==> config.mk <==
export PLATFORM = sky130hd
export DESIGN_NAME = gcfg_top
export DESIGN_NICKNAME = d
export VERILOG_FILES = /design/src/rtl/gcfg_pkg.sv /design/src/rtl/gcfg_ctrl.sv /design/src/rtl/gcfg_led_bank.sv /design/src/rtl/gcfg_shadow.sv /design/src/rtl/gcfg_irq_pin.sv /design/src/rtl/gcfg_top.sv
export SDC_FILE = /design/constraint.sdc
export NUM_CORES = 1
export LEC_CHECK = 0
export BUFFER_PORTS_ARGS = -buffer_cell sky130_fd_sc_hd__clkbuf_2
export CORE_MARGIN = 2
export CORE_UTILIZATION = 35
export DETAILED_ROUTE_END_ITERATION = 10
export GPL_ROUTABILITY_DRIVEN = 0
export PLACE_DENSITY = 0.55
export SLEW_MARGIN = 20
export SYNTH_ARGS = -nofsm -noshare
export SYNTH_HDL_FRONTEND = slang
export SYNTH_SLANG_ARGS = --single-unit
==> constraint.sdc <==
create_clock -name clk -period 3.6 [get_ports clk]
set_input_delay 0.36 -clock clk [delete_from_list [all_inputs] [get_ports clk]]
set_output_delay 0.36 -clock clk [all_outputs]
set_load 0.01 [all_outputs]
==> src/rtl/gcfg_pkg.sv <==
// Package: shared constants for the gated configuration register block.
// Assumes a 6-bit register address space and 16 shadow bytes.
package gcfg_pkg;
    localparam int CTRL_W      = 32;
    localparam int LED_W       = 16;
    localparam int BIT_LED_UNL = 12;
    localparam int BIT_SHD_UNL = 8;
    localparam int BIT_IRQ_MOD = 7;
    localparam logic [CTRL_W-1:0] CTRL_MASK =
        (32'd1 << BIT_LED_UNL) | (32'd1 << BIT_SHD_UNL) | (32'd1 << BIT_IRQ_MOD);
    localparam logic [LED_W-1:0] LED_RST = 16'h8001;
    localparam logic [5:0] ADDR_CTRL = 6'h00;
    localparam logic [3:0] ADDR_LED_HI = 4'b0001;  // addr[5:2] for LED registers
    localparam logic [1:0] ADDR_SHD_HI = 2'b10;    // addr[5:4] for shadow bytes
endpackage

==> src/rtl/gcfg_ctrl.sv <==
// Module: control register. Holds the three control bits, masked.
// Assumes the EEPROM load has priority over the bus write.
module gcfg_ctrl
    import gcfg_pkg::*;
(
    input  logic              clk,
    input  logic              rst_n,
    input  logic              soft_rst,
    input  logic              wr_en,
    input  logic [CTRL_W-1:0] wdata,
    input  logic              ee_load,
    input  logic [15:0]       ee_word,
    output logic [CTRL_W-1:0] ctrl_q
);
    // Purpose: hard-reset clear, load-over-write priority, mask reserved bits.
    always_ff @(posedge clk) begin
        if (!rst_n)
            ctrl_q <= '0;
        else if (ee_load)
            ctrl_q <= {{(CTRL_W-16){1'b0}}, ee_word} & CTRL_MASK;
        else if (wr_en)
            ctrl_q <= wdata & CTRL_MASK;
    end

    AST_HRST_CLEARS: assert property (@(posedge clk) disable iff (!rst_n)
        $rose(rst_n) |-> (ctrl_q == '0));
    AST_RSVD_ZERO: assert property (@(posedge clk) disable iff (!rst_n)
        (ctrl_q & ~CTRL_MASK) == '0);
    AST_SOFT_KEEPS: assert property (@(posedge clk) disable iff (!rst_n)
        (soft_rst && !wr_en && !ee_load) |=> $stable(ctrl_q));
endmodule

==> src/rtl/gcfg_led_bank.sv <==
// Module: LED function registers with a write gate, plus OR-of-enabled outputs.
// Assumes all LEDs share one set of function inputs.
module gcfg_led_bank
    import gcfg_pkg::*;
#(
    parameter int N_LED = 4,
    parameter int FN_W  = 8,
    localparam int SEL_W = $clog2(N_LED)
)(
    input  logic                        clk,
    input  logic                        rst_n,
    input  logic                        unlock,
    input  logic                        wr_en,
    input  logic [SEL_W-1:0]            sel,
    input  logic [LED_W-1:0]            wdata,
    input  logic [FN_W-1:0]             fn_in,
    output logic [N_LED-1:0][LED_W-1:0] regs_q,
    output logic [N_LED-1:0]            led_o
);
    for (genvar n = 0; n < N_LED; n++) begin : g_led
        // Purpose: gated write of one LED register.
        always_ff @(posedge clk) begin
            if (!rst_n)
                regs_q[n] <= LED_RST;
            else if (wr_en && unlock && sel == SEL_W'(n))
                regs_q[n] <= wdata;
        end
        // Purpose: LED shows any enabled function that is active.
        always_comb led_o[n] = |(regs_q[n][FN_W-1:0] & fn_in);
    end

    AST_LED_LOCKED: assert property (@(posedge clk) disable iff (!rst_n)
        !unlock |=> $stable(regs_q));
endmodule

==> src/rtl/gcfg_shadow.sv <==
// Module: 16-byte shadow RAM for address-PROM accesses.
// Assumes no reset of contents; the EEPROM load fills every byte at once.
module gcfg_shadow #(
    parameter int DEPTH = 16,
    localparam int IDX_W = $clog2(DEPTH)
)(
    input  logic                  clk,
    input  logic                  rst_n,
    input  logic                  unlock,
    input  logic                  wr_en,
    input  logic [IDX_W-1:0]      idx,
    input  logic [7:0]            wdata,
    input  logic                  ee_load,
    input  logic [DEPTH*8-1:0]    ee_bytes,
    output logic [DEPTH-1:0][7:0] mem_q
);
    for (genvar i = 0; i < DEPTH; i++) begin : g_byte
        // Purpose: load from image first, else gated bus write.
        always_ff @(posedge clk) begin
            if (ee_load)
                mem_q[i] <= ee_bytes[8*i +: 8];
            else if (wr_en && unlock && idx == IDX_W'(i))
                mem_q[i] <= wdata;
        end
    end

    AST_SHD_LOCKED: assert property (@(posedge clk) disable iff (!rst_n)
        (!unlock && !ee_load) |=> $stable(mem_q));
    AST_SHD_LOADED: assert property (@(posedge clk) disable iff (!rst_n)
        ee_load |=> (mem_q == $past(ee_bytes)));
endmodule

==> src/rtl/gcfg_irq_pin.sv <==
// Module: interrupt pin driver, shared open-drain or dedicated push-pull.
// Assumes an external pull-up when the enable is released.
module gcfg_irq_pin (
    input  logic clk,
    input  logic rst_n,
    input  logic push_pull,
    input  logic req,
    output logic drv,
    output logic oe
);
    // Purpose: choose drive value and enable from the mode bit.
    always_comb begin
        if (push_pull) begin
            drv = req;
            oe  = 1'b1;
        end else begin
            drv = 1'b0;
            oe  = req;
        end
    end

    AST_OD_NEVER_HIGH: assert property (@(posedge clk) disable iff (!rst_n)
        (!push_pull && oe) |-> !drv);
    AST_PP_ALWAYS_ON: assert property (@(posedge clk) disable iff (!rst_n)
        push_pull |-> oe);
endmodule

==> src/rtl/gcfg_top.sv <==
// Module: top of the gated configuration block: decode, read path, wiring.
// Assumes single-cycle strobes; reads see the state before a same-cycle write.
module gcfg_top
    import gcfg_pkg::*;
#(
    parameter int FN_W = 8
)(
    input  logic          clk,
    input  logic          rst_n,
    input  logic          soft_rst,
    input  logic          bus_wr,
    input  logic          bus_rd,
    input  logic [5:0]    bus_addr,
    input  logic [31:0]   bus_wdata,
    output logic [31:0]   rd_data,
    output logic          rd_valid,
    input  logic          ee_load,
    input  logic [15:0]   ee_word,
    input  logic [127:0]  ee_bytes,
    input  logic [FN_W-1:0] led_fn,
    output logic [3:0]    led_o,
    input  logic          irq_req,
    output logic          irq_drv,
    output logic          irq_oe
);
    localparam int N_LED = 4;
    localparam int DEPTH = 16;

    logic [CTRL_W-1:0]            ctrl_q;
    logic [N_LED-1:0][LED_W-1:0]  led_regs;
    logic [DEPTH-1:0][7:0]        shd_mem;
    logic                         hit_ctrl, hit_led, hit_shd;
    logic [31:0]                  rd_mux;

    // Purpose: decode the address into the three targets.
    always_comb begin
        hit_ctrl = (bus_addr == ADDR_CTRL);
        hit_led  = (bus_addr[5:2] == ADDR_LED_HI);
        hit_shd  = (bus_addr[5:4] == ADDR_SHD_HI);
    end

    gcfg_ctrl i_ctrl (
        .clk(clk), .rst_n(rst_n), .soft_rst(soft_rst),
        .wr_en(bus_wr && hit_ctrl), .wdata(bus_wdata),
        .ee_load(ee_load), .ee_word(ee_word), .ctrl_q(ctrl_q)
    );

    gcfg_led_bank #(.N_LED(N_LED), .FN_W(FN_W)) i_led (
        .clk(clk), .rst_n(rst_n), .unlock(ctrl_q[BIT_LED_UNL]),
        .wr_en(bus_wr && hit_led && !ee_load), .sel(bus_addr[1:0]),
        .wdata(bus_wdata[LED_W-1:0]), .fn_in(led_fn),
        .regs_q(led_regs), .led_o(led_o)
    );

    gcfg_shadow #(.DEPTH(DEPTH)) i_shd (
        .clk(clk), .rst_n(rst_n), .unlock(ctrl_q[BIT_SHD_UNL]),
        .wr_en(bus_wr && hit_shd), .idx(bus_addr[3:0]),
        .wdata(bus_wdata[7:0]), .ee_load(ee_load), .ee_bytes(ee_bytes),
        .mem_q(shd_mem)
    );

    gcfg_irq_pin i_irq (
        .clk(clk), .rst_n(rst_n), .push_pull(ctrl_q[BIT_IRQ_MOD]),
        .req(irq_req), .drv(irq_drv), .oe(irq_oe)
    );

    // Purpose: select read data for the addressed target.
    always_comb begin
        rd_mux = '0;
        if (hit_ctrl)     rd_mux = ctrl_q;
        else if (hit_led) rd_mux = {16'h0, led_regs[bus_addr[1:0]]};
        else if (hit_shd) rd_mux = {24'h0, shd_mem[bus_addr[3:0]]};
    end

    // Purpose: register the read return; soft reset only clears this path.
    always_ff @(posedge clk) begin
        if (!rst_n || soft_rst) begin
            rd_data  <= '0;
            rd_valid <= 1'b0;
        end else begin
            rd_valid <= bus_rd;
            rd_data  <= bus_rd ? rd_mux : '0;
        end
    end

    AST_RD_ONE_LATE: assert property (@(posedge clk) disable iff (!rst_n || soft_rst)
        bus_rd |=> rd_valid);
    AST_RD_NO_SPURIOUS: assert property (@(posedge clk) disable iff (!rst_n)
        !bus_rd |=> !rd_valid);
endmodule

**After elaboration in Yosys (flattened, before gate mapping)**

Index checks and enable logic that the tools add are counted.

- Register bits after elaboration: 228
- Bits of input ports: 197
- Word-level logic and storage cells: 151

- Order comparisons: 2
- Equal/unequal tests: 20
- Multiplexer cells: 43
- Bitwise gates (word level): 5
- Reduce and logical (&&, ||, !) cells: 56

Operators by type and width:

| operator | count |
|---|---|
| $mux 8 | 34 |
| $mux 13 | 3 |
| $reduce_bool 2->1 | 17 |
| $and 8x8->8 | 4 |
| $bmux 16 s2 | 1 |
| $bmux 8 s4 | 1 |
| $eq 4x4->1 const B | 8 |
| $mux 16 | 2 |
| $reduce_or 8->1 | 4 |
| $logic_and 1x1->1 | 26 |
| $eq 4x3->1 const B | 4 |
| $eq 4x1->1 const B | 2 |
| $eq 4x2->1 const B | 2 |
| $eq 2x2->1 const B | 3 |
| $logic_not 6->1 | 1 |
| $lt 4x5->1 const B | 1 |
| $logic_not 4->1 | 1 |
| $reduce_or 4->1 | 1 |
| $lt 2x3->1 const B | 1 |
| $reduce_or 3->1 | 1 |
| $eq 2x1->1 const B | 1 |
| $logic_not 1->1 | 2 |
| $logic_not 2->1 | 1 |
| $mux 1 | 2 |
| 3 further kinds | 3 |

**Logic depth before layout (Yosys ltp)**

Gate-level depths: netlist of run 1.

- Depth in word-level cells: 6
- Gate-level depth with buffers: 7
- Mapped depth without buffers: 5

**Cells and area by module**

Synthesis of run 1 repeated with hierarchy kept, for this count alone.

- Cell total of the unflattened synthesis: 954
- Area, all modules: 10779.1 sq um

By module, submodules not included:

| module | instances | cells each | area each (sq um) | sequential area each (sq um) |
|---|---|---|---|---|
| gcfg_shadow | 1 | 452 | 5278.8 | 3843.7 |
| gcfg_top | 1 | 210 | 2577.5 | 660.6 |
| gcfg_led_bank | 1 | 248 | 2544.9 | 1281.2 |
| gcfg_ctrl | 1 | 42 | 364.1 | 60.1 |
| gcfg_irq_pin | 1 | 2 | 13.8 | 0.0 |

**Least setup slack after synthesis of run 1**

No wires, ideal clock.

- Path kind: input port to flip-flop
- Start: input bus_addr[2]
- End: register i_led.regs_q[0] in the netlist's numbering
- Setup time: 0.128 ns
- Arrival time: 2.019 ns
- Required time: 3.472 ns
- Path slack: 1.453 ns
- Stages on the path: 7
- Cells stage by stage: buf_4 or4b_1 buf_6 nor4_4 buf_6 mux2i_1 nand2_1

- Cells in the longest elaborated chain, start to end: 5

Ends and longest elaborated chain:

| item | RTL line | text |
|---|---|---|
| from (decl) | gcfg_top.sv:13 | `input logic [5:0] bus_addr,` |
| $eq 4x1->1 | gcfg_top.sv:38 | `hit_led = (bus_addr[5:2] == ADDR_LED_HI);` |
| $logic_and 1x1->1 (2 in a row) | gcfg_top.sv:50 | `.wr_en(bus_wr && hit_led && !ee_load), .sel(bus_addr[1:0]),` |
| $logic_and 1x1->1 (2 in a row) | gcfg_led_bank.sv:25 | `else if (wr_en && unlock && sel == SEL_W'(n))` |
| to (signal, indexed assignment) | gcfg_led_bank.sv:26 | `regs_q[n] <= wdata;` |
| to (decl) | gcfg_led_bank.sv:17 | `output logic [N_LED-1:0][LED_W-1:0] regs_q,` |

Every way passes these cells.
A chain may end at the register's enable or synchronous reset.

**Worst setup path after layout of run 1**

- Start: input bus_addr[0]
- End: register rd_data[2]

- Cells in the longest elaborated chain, start to end: 4
- Elaborated cells between the ends (all ways): 8
- Those cells by class: mux (6); reduce/logical (2)

Ends and longest elaborated chain:

| item | RTL line | text |
|---|---|---|
| $bmux 8 s4 | gcfg_top.sv:72 | `else if (hit_shd) rd_mux = {24'h0, shd_mem[bus_addr[3:0]]};` |
| $mux 8 (implied by the code) | gcfg_top.sv:72 |  |
| $mux 8 | gcfg_top.sv:72 |  |
| $mux 16 | gcfg_top.sv:71 | `else if (hit_led) rd_mux = {16'h0, led_regs[bus_addr[1:0]]};` |
| to (signal assigned) | gcfg_top.sv:82 | `rd_data <= bus_rd ? rd_mux : '0;` |
| to (decl) | gcfg_top.sv:15 | `output logic [31:0] rd_data,` |

Parallel ways exist; a longest one is shown, timed or not. The select of a mux whose other input is x is not followed.

==> results.ini, run 1 <==
[hold_path]
hold_path_depth=3
hold_start=ee_bytes[97]
hold_path_end=i_shd.mem_q[97]$_DFFE_PP_
hold_path.class=in2reg

[power]
clockPowerShare=0.422
cell_internal_pwr_mw=4.304
p_per_area_mw_per_mm2=475.4
combPwrFrac=0.093
seqPwrFrac=0.484
p_total_mw=5.629
ir_drop_v=0.0003505
leakage_nw=4.953
power_switching_mw=1.325
swShare=0.2353

[setup_path]
rr_worst_depth=5
critPathKind=in2reg
r2r_start=i_ctrl.ctrl_q[12]$_SDFFE_PN0P_
cp.required_ns=3.99
path_cells=buf_4 -> mux4_2 -> mux2i_1 -> a2bb2oi_1 -> o21ai_0
cp-end-kind=flop
crit_fanout=47
critPathArrivalTime_ns=2.39
worst_setup_path_start_kind=primary input
reg2reg_to=i_led.regs_q[47]$_SDFFE_PN1P_
rrSetupSlack_ns=1.68
crit_slowest_cell=buf_4
crit_path_max_incr_delay_ns=0.69

[place]
port_buffers=190
dp_cells=1365
hpwlAfterDp_mm=19.18

[final_layout]
instances_no_fill=1411
drive_gt1_frac=0.2807
syn_to_final_growth_pct=20.00
antenna-diode-count=0
nets=1211

[clocking]
hold_buffers=0
cts_resized=0
path_clk_slew_ns=0.06
tritoncts=built
ctsHtreeMaxLevel=1
clock_sinks=212
insertion_delay_ns=0.54
tritoncts.num_buffers=25
postCtsSetupRepairBufs=0
cts_buffer_depth=3
root_buffer=clkbuf_16

[floorplan]
initial_utilization=0.3552
core-area_mm2=0.02778
die_y_um=171.9
rows=61
die_area_mm2=0.02955
ios=236
die_x_um=171.9

[sta]
rsz0062_at_grt=false
fin_setup_tns_ns=0
clock_skew_ns=0.02595
fmax_mhz=500.3
finalCritPeriodShare=0.5552
min_period_ns=1.999
final_max_slew_viol_count=0
setup_viol=0
slew_headroom=0.3782
hold_violations=0
tightestPinTransition_ns=0.9327

[route]
dr.pass1.iters=6
route.met3.wl_mm=1.807
wl_met2_mm=12.20
drtIter0Drc=426
drcViolationCount=0
dr_total_vias=6827
drt-wirelength-per-cell_um=18.93
ant_nets=0
wirelength_mm=26.71
vias_per_cell=4.838
met1Wirelength_mm=12.08
top_layer_used=met4

[synthesis]
ys_top_cells_by_area=edfxtp_1 39%, dfxtp_1 17%, mux4_2 11%
synth_area_per_cell_um2=11.73
synth_warnings=0
synth_area_mm2=0.009867
synth.yosys.seq_area_share=0.5600
synth_seq_cells=212
ys_types=35
synth_top_cell_by_area=edfxtp_1
yosysTopAreaCellShare=0.3896
synth_cells=841

[grt]
grt-ovfl-total=0
grt_pass1_wl_mm=40.28
grt_max_degree=82
antenna_found_initial=0
grt_pass1_vias=6873
grt_usage=0.1817

[run_status]
outcome=finished clean

[job]
maxCapViolations=0

logic make-up (layout without fill, tap and decap cells):
logic type,after synthesis,after routing,synth area share
AND/OR/NAND/NOR,371,371,0.1688
flip-flops,212,212,0.5600
multiplexers,131,131,0.1938
buffers and inverters,71,248,0.03690
AO/OA/AOI/OAI,55,55,0.04020
other,1,16,0.0003801
cell usage in the layout, fill, tap and decap left out, types with 2 or more instances in the layout:
cell type,count
buf_4,12
a21o_1,12
nand2_1,273
inv_1,2
nand3b_1,3
nor3_4,3
clkbuf_2,188
mux2i_1,83
clkinv_2,3
a21oi_1,3
clkinv_1,4
clkbuf_16,25
nand3_1,3
and2_1,8
mux4_2,48
a22oi_1,18
clkbuf_1,9
nor2b_1,58
edfxtp_1,128
a2bb2oi_1,7
nand4_1,4
conb_1,16
o21ai_0,10
dfxtp_1,84
a31o_2,4
nand2b_1,2
nor2_1,9
through the flow:
step | utilization | hold slack, ns | cell area, um2 | worst slack (ns)
final | 0.4262 | 0.09063 | 11840 | 1.601
after global routing | 0.4262 | 0.08547 | 11840 | 1.413
after CTS | 0.4262 | 0.07203 | 11840 | 1.501
after detailed placement | 0.3985 | 0.4573 | 11070 | 0.9544
after global placement | 0.3985 | 0.4530 | 11070 | 0.9687
after floorplan | - | 0.4358 | 9923 | 1.453
registers in the layout, indices dropped and copies added (netlist names):
name,cells
i_shd.mem_q,128
i_led.regs_q,64
rd_data,16
i_ctrl.ctrl_q,3
rd_valid,1
power by group through the flow:
stage	Clock (mW)	Combinational (mW)	Sequential, mW
floorplan	0	0.321	2.77
finish	2.38	0.525	2.73
global route	2.53	0.581	2.73
detailed placement	0	0.534	2.78
CTS	2.42	0.535	2.73
global placement	0	0.533	2.77
cells in the mapped netlist (all sizes together):
library cell	instances
nor4	2
a22oi	18
nor2	9
mux2i	83
nand3b	3
nand2	273
clkbuf	37
or3	1
or4b	1
nor2b	58
and2b	1
nor3b	1
or2	1
a32o	1
a21o	12
o21ai	10
and2	8
edfxtp	128
mux4	48
nand2b	2
a21oi	3
nand3	3
inv	2
nand4	4
nor3	4
a31o	4
buf	32
conb	1
a2bb2oi	7
dfxtp	84
layout make-up:
| class | count | area (um2) |
|---|---|---|
| Clock inverter | 11 | 96.34 |
| Tap cell | 378 | 473.0 |
| Fill cell | 2782 | 15940 |
| Multi-Input combinational cell | 573 | 4034 |
| Inverter | 2 | 7.507 |
| Sequential cell | 212 | 5525 |
| Timing Repair Buffer | 200 | 1031 |
| Clock buffer | 35 | 673.1 |
metal layers:
| metal | global-route usage | vias up |
|---|---|---|
| met2 | 0.2867 | 241 |
| met4 | 0.05188 | 0 |
| met3 | 0.03319 | 38 |
| met5 | 0 | - |
| li1 | - | 3285 |
| met1 | 0.2569 | 3263 |
worst max-delay path: cells and delay by family:
kind / cells / cell delay, ns
muxes: 2 / 0.94
buffers and inverters: 1 / 0.69
AOI/OAI and AO/OA: 2 / 0.37
how the worst max path moves through the flow:
| stage | start | to | slack (ns) | cells past startpoint |
|---|---|---|---|---|
| floorplan | bus_addr[2] | i_led.regs_q[0]$_SDFFE_PN1P_ | 1.45 | 7 |
| global placement | bus_addr[0] | rd_data[2]$_SDFF_PP0_ | 0.97 | 5 |
| detailed placement | bus_addr[0] | rd_data[2]$_SDFF_PP0_ | 0.95 | 5 |
| CTS | bus_addr[0] | rd_data[2]$_SDFF_PP0_ | 1.50 | 5 |
| global route | bus_addr[0] | i_shd.mem_q[28]$_DFFE_PP_ | 1.41 | 4 |
| finish | bus_addr[0] | rd_data[2]$_SDFF_PP0_ | 1.60 | 5 |
Note: power is estimated with default switching activity, not from simulation.
==> run 2, diff against run 1 <==
--- a/config.mk
+++ b/config.mk
@@ -5,6 +5,7 @@
 export SDC_FILE = /design/constraint.sdc
 export NUM_CORES = 1
 export LEC_CHECK = 0
+export ABC_AREA = 1
 export BUFFER_PORTS_ARGS = -buffer_cell sky130_fd_sc_hd__clkbuf_2
 export CORE_MARGIN = 2
 export CORE_UTILIZATION = 35
==> constraint.sdc (replaced) <==
create_clock -name clk -period 2 [get_ports clk]
set_input_delay 0.2 -clock clk [delete_from_list [all_inputs] [get_ports clk]]
set_output_delay 0.2 -clock clk [all_outputs]
set_load 0.01 [all_outputs]
==> run 2 against run 1 <==
Design area is 12% higher. Sequential cell count is the same. Clock-buffer cell count down 7. Via count increased by 37%. Critical path depth unchanged. Area after synthesis increased by 1.7%. Critical path type is now reg2out. Largest cell class unchanged. Largest power group unchanged.
==> results.ini, run 2 <==
[clocking]
insertion_delay_ns=0.51  ; was 0.54 ns
tritoncts.num_buffers=23  ; was 25
clock_sinks=212  ; unchanged
cts_resized=0  ; unchanged
ctsHtreeMaxLevel=1  ; unchanged
tritoncts=built  ; unchanged
cts_buffer_depth=3  ; unchanged
root_buffer=clkbuf_16  ; unchanged
path_clk_slew_ns=0.06  ; about the same

[grt]
grt.met3_usage=0.03070  ; was 0.03319
gr-usage-met1=0.2862  ; was 0.2569
grt_use_met2=0.3525  ; was 0.2867
grt_pass1_wl_mm=49.98  ; was 40.28 mm
grt-ovfl-total=0  ; unchanged
grt_max_degree=133  ; was 82
antenna_found_initial=2  ; was 0
grt_usage=0.2108  ; was 0.1817
busiest_layer=met2  ; unchanged
grt_pass1_vias=9171  ; was 6873

[sta]
tightestPinTransition_ns=0.5267  ; was 0.9327 ns
min_period_ns=1.775
slew_headroom=0.6484  ; was 0.3782
hold_violations=0  ; unchanged
fin_ws_ns=0.2250  ; was 1.601 ns
finalCritPeriodShare=0.8875
rsz0062_at_grt=false  ; unchanged
final_max_slew_viol_count=0  ; unchanged
clock_skew_ns=0.01726  ; was 0.02595 ns
fmax_mhz=563.4
fin_setup_tns_ns=0  ; unchanged
setup_viol=0  ; unchanged

[floorplan]
die_y_um=173.3  ; was 171.9 um
rows=61  ; unchanged
core-area_mm2=0.02801  ; was 0.02778 mm2
die_area_mm2=0.03003  ; was 0.02955 mm2
die_x_um=173.3  ; was 171.9 um
ios=236  ; unchanged
initial_utilization=0.3582  ; was 0.3552

[setup_path]
reg2reg_to=i_shd.mem_q[107]$_DFFE_PP_  ; was i_led.regs_q[47]$_SDFFE_PN1P_
cp-end-kind=output pin  ; was flop
crit_slowest_cell=a221oi_1  ; was buf_4
crit_fanout=3  ; was 47
path_cells=inv_1 -> o22ai_1 -> a221oi_1 -> nand2_1 -> clkbuf_2  ; was buf_4 -> mux4_2 -> mux2i_1 -> a2bb2oi_1 -> o21ai_0
r2r_start=i_ctrl.ctrl_q[8]$_SDFFE_PN0P_  ; was i_ctrl.ctrl_q[12]$_SDFFE_PN0P_
critPathArrivalTime_ns=1.58  ; was 2.39 ns
cp_num_buf_inv=2  ; was 1
critPathKind=reg2out  ; was in2reg
cpLargestDelayFamily=compound AO/OA/AOI/OAI gates  ; was multiplexers
rrSetupSlack_ns=0.40  ; was 1.68 ns
cp.required_ns=1.80  ; was 3.99 ns
worst_setup_path_start_kind=flop  ; was primary input
crit_path_max_incr_delay_ns=0.32  ; was 0.69 ns
rr_worst_depth=5  ; unchanged

[synthesis]
synth-main-ff-cell=edfxtp_1  ; unchanged
muxShareOfSynthArea=0  ; was 0.1938
synth_compound_area_frac=0.1122  ; was 0.04020
yosysMostFrequentCell=nand2_1  ; unchanged
synth_top_cell_by_area=edfxtp_1  ; unchanged
ys_top_cells_by_area=edfxtp_1 38%, nand2_1 25%, dfxtp_1 17%  ; was edfxtp_1 39%, dfxtp_1 17%, mux4_2 11%
synth_top_family_by_area=simple AND/OR/NAND/NOR gates  ; was multiplexers
synth.yosys.seq_area_share=0.5508  ; was 0.5600
synth_xor_area_frac=0  ; unchanged
synth_area_per_cell_um2=7.906  ; was 11.73 um2
synth_seq_cells=212  ; unchanged
yosys-top-cells-count=657 x nand2_1, 128 x edfxtp_1, 84 x dfxtp_1  ; was 273 x nand2_1, 128 x edfxtp_1, 84 x dfxtp_1
yosys.area_share.adder=0  ; unchanged
yosys.area_share.simple=0.2650  ; was 0.1688
yosysTopAreaCellShare=0.3831  ; was 0.3896
synth_cells=1269  ; was 841
ys_types=32  ; was 35
async_reset_ff_frac=0  ; unchanged
synth_edf_count=128  ; unchanged
synth_warnings=0  ; unchanged
synth_area_mm2=0.01003  ; was 0.009867 mm2

[final_layout]
mostFrequentLayoutCells=657 x nand2_1, 189 x clkbuf_2, 128 x edfxtp_1  ; was 273 x nand2_1, 188 x clkbuf_2, 128 x edfxtp_1
reg_top3=i_shd.mem_q x128, i_led.regs_q x64, rd_data x16  ; unchanged
instances_no_fill=1963  ; was 1411
syn_to_final_growth_pct=32.66  ; was 20.00%
drive_gt1_frac=0.1781  ; was 0.2807
fin_util=0.4751  ; was 0.4262
largest_reg_flops=128  ; unchanged
final_common_cell=nand2_1  ; unchanged
top_register=i_shd.mem_q  ; unchanged
nets=1765  ; was 1211

[power]
p_total_mw=10.53  ; was 5.629 mW
leakage_nw=6.280  ; was 4.953 nW
ir_drop_v=0.0005088  ; was 0.0003505 V
p_per_area_mw_per_mm2=791.4  ; was 475.4 mW/mm2

[hold_path]
hold_path_end=i_shd.mem_q[82]$_DFFE_PP_  ; was i_shd.mem_q[97]$_DFFE_PP_
hold_start=ee_bytes[82]  ; was ee_bytes[97]
hold_path_depth=3  ; unchanged
hold_path.class=in2reg  ; unchanged

[route]
wirelength_mm=32.15  ; was 26.71 mm
vias_per_cell=4.749  ; was 4.838
dr_total_vias=9322  ; was 6827
ant_nets=0  ; unchanged
drcViolationCount=0  ; unchanged
drt-wirelength-per-cell_um=16.38  ; was 18.93 um
dr.pass1.iters=5  ; was 6
drtIter0Drc=692  ; was 426

[place]
dp_cells=1815  ; was 1365
dp_slack_ns=0.2051  ; was 0.9544 ns
port_buffers=190  ; unchanged
hpwlAfterDp_mm=21.83  ; was 19.18 mm

[run_status]
outcome=finished clean  ; unchanged

[job]
maxCapViolations=0  ; unchanged

run 2: worst max path at each step:
stage / from / slack [ns] / end / depth (start not counted)
finish: i_led.regs_q[54]$_SDFFE_PN0P_ / 0.22 / led_o[3] / 5
global route: i_led.regs_q[54]$_SDFFE_PN0P_ / 0.13 / led_o[3] / 5
CTS: i_led.regs_q[54]$_SDFFE_PN0P_ / 0.20 / led_o[3] / 5
detailed placement: bus_addr[0] / 0.21 / i_shd.mem_q[110]$_DFFE_PP_ / 7
global placement: bus_addr[0] / 0.26 / i_shd.mem_q[104]$_DFFE_PP_ / 7
floorplan: bus_addr[1] / 0.06 / i_shd.mem_q[16]$_DFFE_PP_ / 6
run 2: layout make-up:
type | instances | area, um2
diodes | 2 | 5.005
clock buffers | 28 | 604.3
clock inverters | 12 | 158.9
fillers | 2786 | 14700
inverters | 74 | 277.8
multi-input cells | 912 | 3845
flip-flops and latches | 212 | 5525
well taps | 378 | 473.0
repair buffers | 345 | 2420
run 2: stage by stage:
stage	hold slack (ns)	cell area (um2)
final	0.009116	13310
after global routing	0.006852	13300
after CTS	0.0002099	13290
after detailed placement	0.4445	11480
after global placement	0.4380	11480
after floorplan	0.3132	10090
run 2: tightest hold or removal path: cells and delay by family:
family	cells	cell delay, ns
AND/OR/NAND/NOR	2	0.13
buffers and inverters	1	0.08
run 2: routing by layer:
metal,part of all wire,up-vias
li1,-,4683
met1,0.45,4286
met2,0.47,312
met3,0.062,41
met4,0.024,0
met5,0,-
run 2: cell families (layout without fill, tap and decap cells):
kind of cell / Yosys count / count (layout)
AND/OR/NAND/NOR: 692 / 692
buffers and inverters: 160 / 459
flip-flops: 212 / 212
other: 1 / 18
AO/OA/AOI/OAI: 204 / 204
run 2: repair_timing:
action	CTS	global route
setup buffers	0	0
hold buffers	105	1
endpoints found under the hold margin	115	1
run 2: where the power goes:
part | leakage (nW) | switching, mW | total, mW | internal (mW)
Sequential | 1.95 | 0.0481 | 4.91 | 4.86
Clock | 0.374 | 1.70 | 4.36 | 2.65
Combinational | 3.96 | 0.755 | 1.27 | 0.515
==> run 3, diff against run 2 <==
--- a/config.mk
+++ b/config.mk
@@ -7,6 +7,7 @@
 export LEC_CHECK = 0
 export ABC_AREA = 1
 export BUFFER_PORTS_ARGS = -buffer_cell sky130_fd_sc_hd__clkbuf_2
+export CORE_ASPECT_RATIO = 1.4
 export CORE_MARGIN = 2
 export CORE_UTILIZATION = 35
 export DETAILED_ROUTE_END_ITERATION = 10
==> run 3 against run 2 <==
Cell count shrank 0.10%. Clock skew shrank 0.0013 ns. Total power shrank 3.0%. Critical path type unchanged. Critical endpoint is now led_o[0].
==> results.ini, run 3 (same netlist as run 2, synthesis figures left out) <==
[run_status]
outcome=finished clean  ; unchanged

[setup_path]
rrSetupSlack_ns=0.48  ; was 0.40 ns
reg2reg_to=i_shd.mem_q[107]$_DFFE_PP_  ; unchanged
crit_path_max_incr_delay_ns=0.37  ; was 0.32 ns
path_cells=inv_1 -> o22ai_1 -> a221oi_1 -> nand2_1 -> clkbuf_2  ; unchanged
worst_setup_path_start_kind=flop  ; unchanged
cp-end-kind=output pin  ; unchanged
rr_worst_depth=5  ; unchanged
critPathArrivalTime_ns=1.64  ; was 1.58 ns
cp.required_ns=1.80  ; about the same
r2r_start=i_ctrl.ctrl_q[8]$_SDFFE_PN0P_  ; unchanged
cp_num_buf_inv=2  ; unchanged
crit_fanout=2  ; was 3
crit_slowest_cell=a221oi_1  ; unchanged
critPathKind=reg2out  ; unchanged
cpLargestDelayFamily=compound AO/OA/AOI/OAI gates  ; unchanged

[final_layout]
n_fill_cell=2836  ; was 2786
reg_top3=i_shd.mem_q x128, i_led.regs_q x64, rd_data x16  ; unchanged
mostFrequentLayoutCells=657 x nand2_1, 189 x clkbuf_2, 128 x edfxtp_1  ; unchanged
drive_gt1_frac=0.1793  ; was 0.1781
nets=1765  ; unchanged
syn_to_final_growth_pct=32.46  ; was 32.66%
top_register=i_shd.mem_q  ; unchanged
largest_reg_flops=128  ; unchanged
final_common_cell=nand2_1  ; unchanged

[hold_path]
hold_path_end=i_shd.mem_q[33]$_DFFE_PP_  ; was i_shd.mem_q[82]$_DFFE_PP_
hold_path.class=in2reg  ; unchanged
hold_start=ee_bytes[33]  ; was ee_bytes[82]
hold_path_depth=3  ; unchanged

[route]
drcViolationCount=0  ; unchanged
dr.pass1.iters=6  ; was 5
dr_total_vias=9259  ; was 9322
wirelength_mm=32.76  ; was 32.15 mm
drt-wirelength-per-cell_um=16.70  ; was 16.38 um
drtIter0Drc=476  ; was 692
ant_nets=0  ; unchanged
vias_per_cell=4.722  ; was 4.749

[sta]
final_max_slew_viol_count=0  ; unchanged
finalCritPeriodShare=0.9178  ; was 0.8875
hold_violations=0  ; unchanged
slew_headroom=0.6250  ; was 0.6484
fin_setup_tns_ns=0  ; unchanged
setup_viol=0  ; unchanged
clock_skew_ns=0.01594  ; was 0.01726 ns
fmax_mhz=544.8  ; was 563.4 MHz
tightestPinTransition_ns=0.5626  ; was 0.5267 ns
min_period_ns=1.836  ; was 1.775 ns
rsz0062_at_grt=false  ; unchanged

[clocking]
root_buffer=clkbuf_16  ; unchanged
tritoncts.num_buffers=22  ; was 23
cts_buffer_depth=3  ; unchanged
clock_sinks=212  ; unchanged
tritoncts=built  ; unchanged
path_clk_slew_ns=0.06  ; about the same
insertion_delay_ns=0.51  ; about the same
ctsHtreeMaxLevel=1  ; unchanged

[job]
maxCapViolations=0  ; unchanged

[floorplan]
ios=236  ; unchanged
core-area_mm2=0.02831  ; was 0.02801 mm2
die_area_mm2=0.03005  ; was 0.03003 mm2
die_y_um=204.3  ; was 173.3 um
rows=73  ; was 61
die_x_um=147.1  ; was 173.3 um
initial_utilization=0.3543  ; was 0.3582

[grt]
grt-ovfl-total=0  ; unchanged
grt_pass1_vias=9201  ; was 9171
grt_usage=0.2118  ; was 0.2108
grt_max_degree=133  ; unchanged
grt_pass1_wl_mm=48.87  ; was 49.98 mm
antenna_found_initial=3  ; was 2

[place]
hpwlAfterDp_mm=23.06  ; was 21.83 mm
port_buffers=190  ; unchanged

[power]
p_total_mw=10.22  ; was 10.53 mW
p_per_area_mw_per_mm2=769.0  ; was 791.4 mW/mm2
leakage_nw=6.271  ; was 6.280 nW
ir_drop_v=0.0005571  ; was 0.0005088 V

==> run 3: cell count changes in the layout (fill, tap and decap cells not counted), sizes merged <==
cell,change
clkinv,+1
bufinv,-4
buf,+1
clkinvlp,+2
clkbuf,+1
==> run 3: final cells by class <==
cell class | count | area [um2] | area share
antenna | 2 | 5.005 | 0.0003766
clock buffer | 29 | 661.9 | 0.04981
clock inverter | 11 | 52.55 | 0.003954
inverter | 74 | 277.8 | 0.02090
multi-input combinational | 912 | 3845 | 0.2893
sequential | 212 | 5525 | 0.4158
tap | 375 | 469.2 | 0.03531
timing repair buffer | 346 | 2452 | 0.1845
==> run 3: how the worst max path moves through the flow <==
stage,start,to,depth (start not counted)
after global placement,bus_addr[5],i_shd.mem_q[106]$_DFFE_PP_,8
after CTS,i_led.regs_q[7]$_SDFFE_PN0P_,led_o[0],5
final,i_led.regs_q[7]$_SDFFE_PN0P_,led_o[0],5
after detailed placement,bus_addr[0],rd_data[4]$_SDFF_PP0_,11
after global routing,i_led.regs_q[7]$_SDFFE_PN0P_,led_o[0],5
after floorplan,bus_addr[1],i_shd.mem_q[16]$_DFFE_PP_,6
==> run 3: repair_timing <==
item / CTS / global route
endpoints found under the hold margin: 116 / 0
hold buffers: 106 / 0
buffers inserted: 0 / 0
resized for setup: 0 / 0
==> run 3: worst min-delay path: stages <==
cell	delay (ns)
clkbuf_2	0.07
nand2_1	0.07
nand2_1	0.07
==> run 3: power breakdown <==
part           internal [mW]  switching, mW
Clock                   2.33           1.72
Sequential              4.86         0.0492
Combinational          0.518          0.746
Total                   7.70           2.52
==> run 3: through the flow <==
stage / worst slack, ns / hold WS, ns / util / area, um2 / cells
finish: 0.1645 / 0.01452 / 0.4693 / 13290 / 1961
global route: 0.08893 / 0.001577 / 0.4693 / 13290 / 1961
CTS: 0.1660 / 0.0003023 / 0.4692 / 13280 / 1959
detailed placement: 0.2905 / 0.4428 / 0.4065 / 11510 / 1813
global placement: 0.3086 / 0.4382 / 0.4065 / 11510 / 1813
floorplan: 0.06056 / 0.3132 / - / 10090 / 1284
==> run 3: per-layer routing <==
layer	track usage	part of all wire	up-vias
met5	0	0	-
met4	0.07967	0.033	0
met3	0.02478	0.051	56
met2	0.4024	0.52	274
met1	0.2412	0.39	4253
li1	-	-	4676
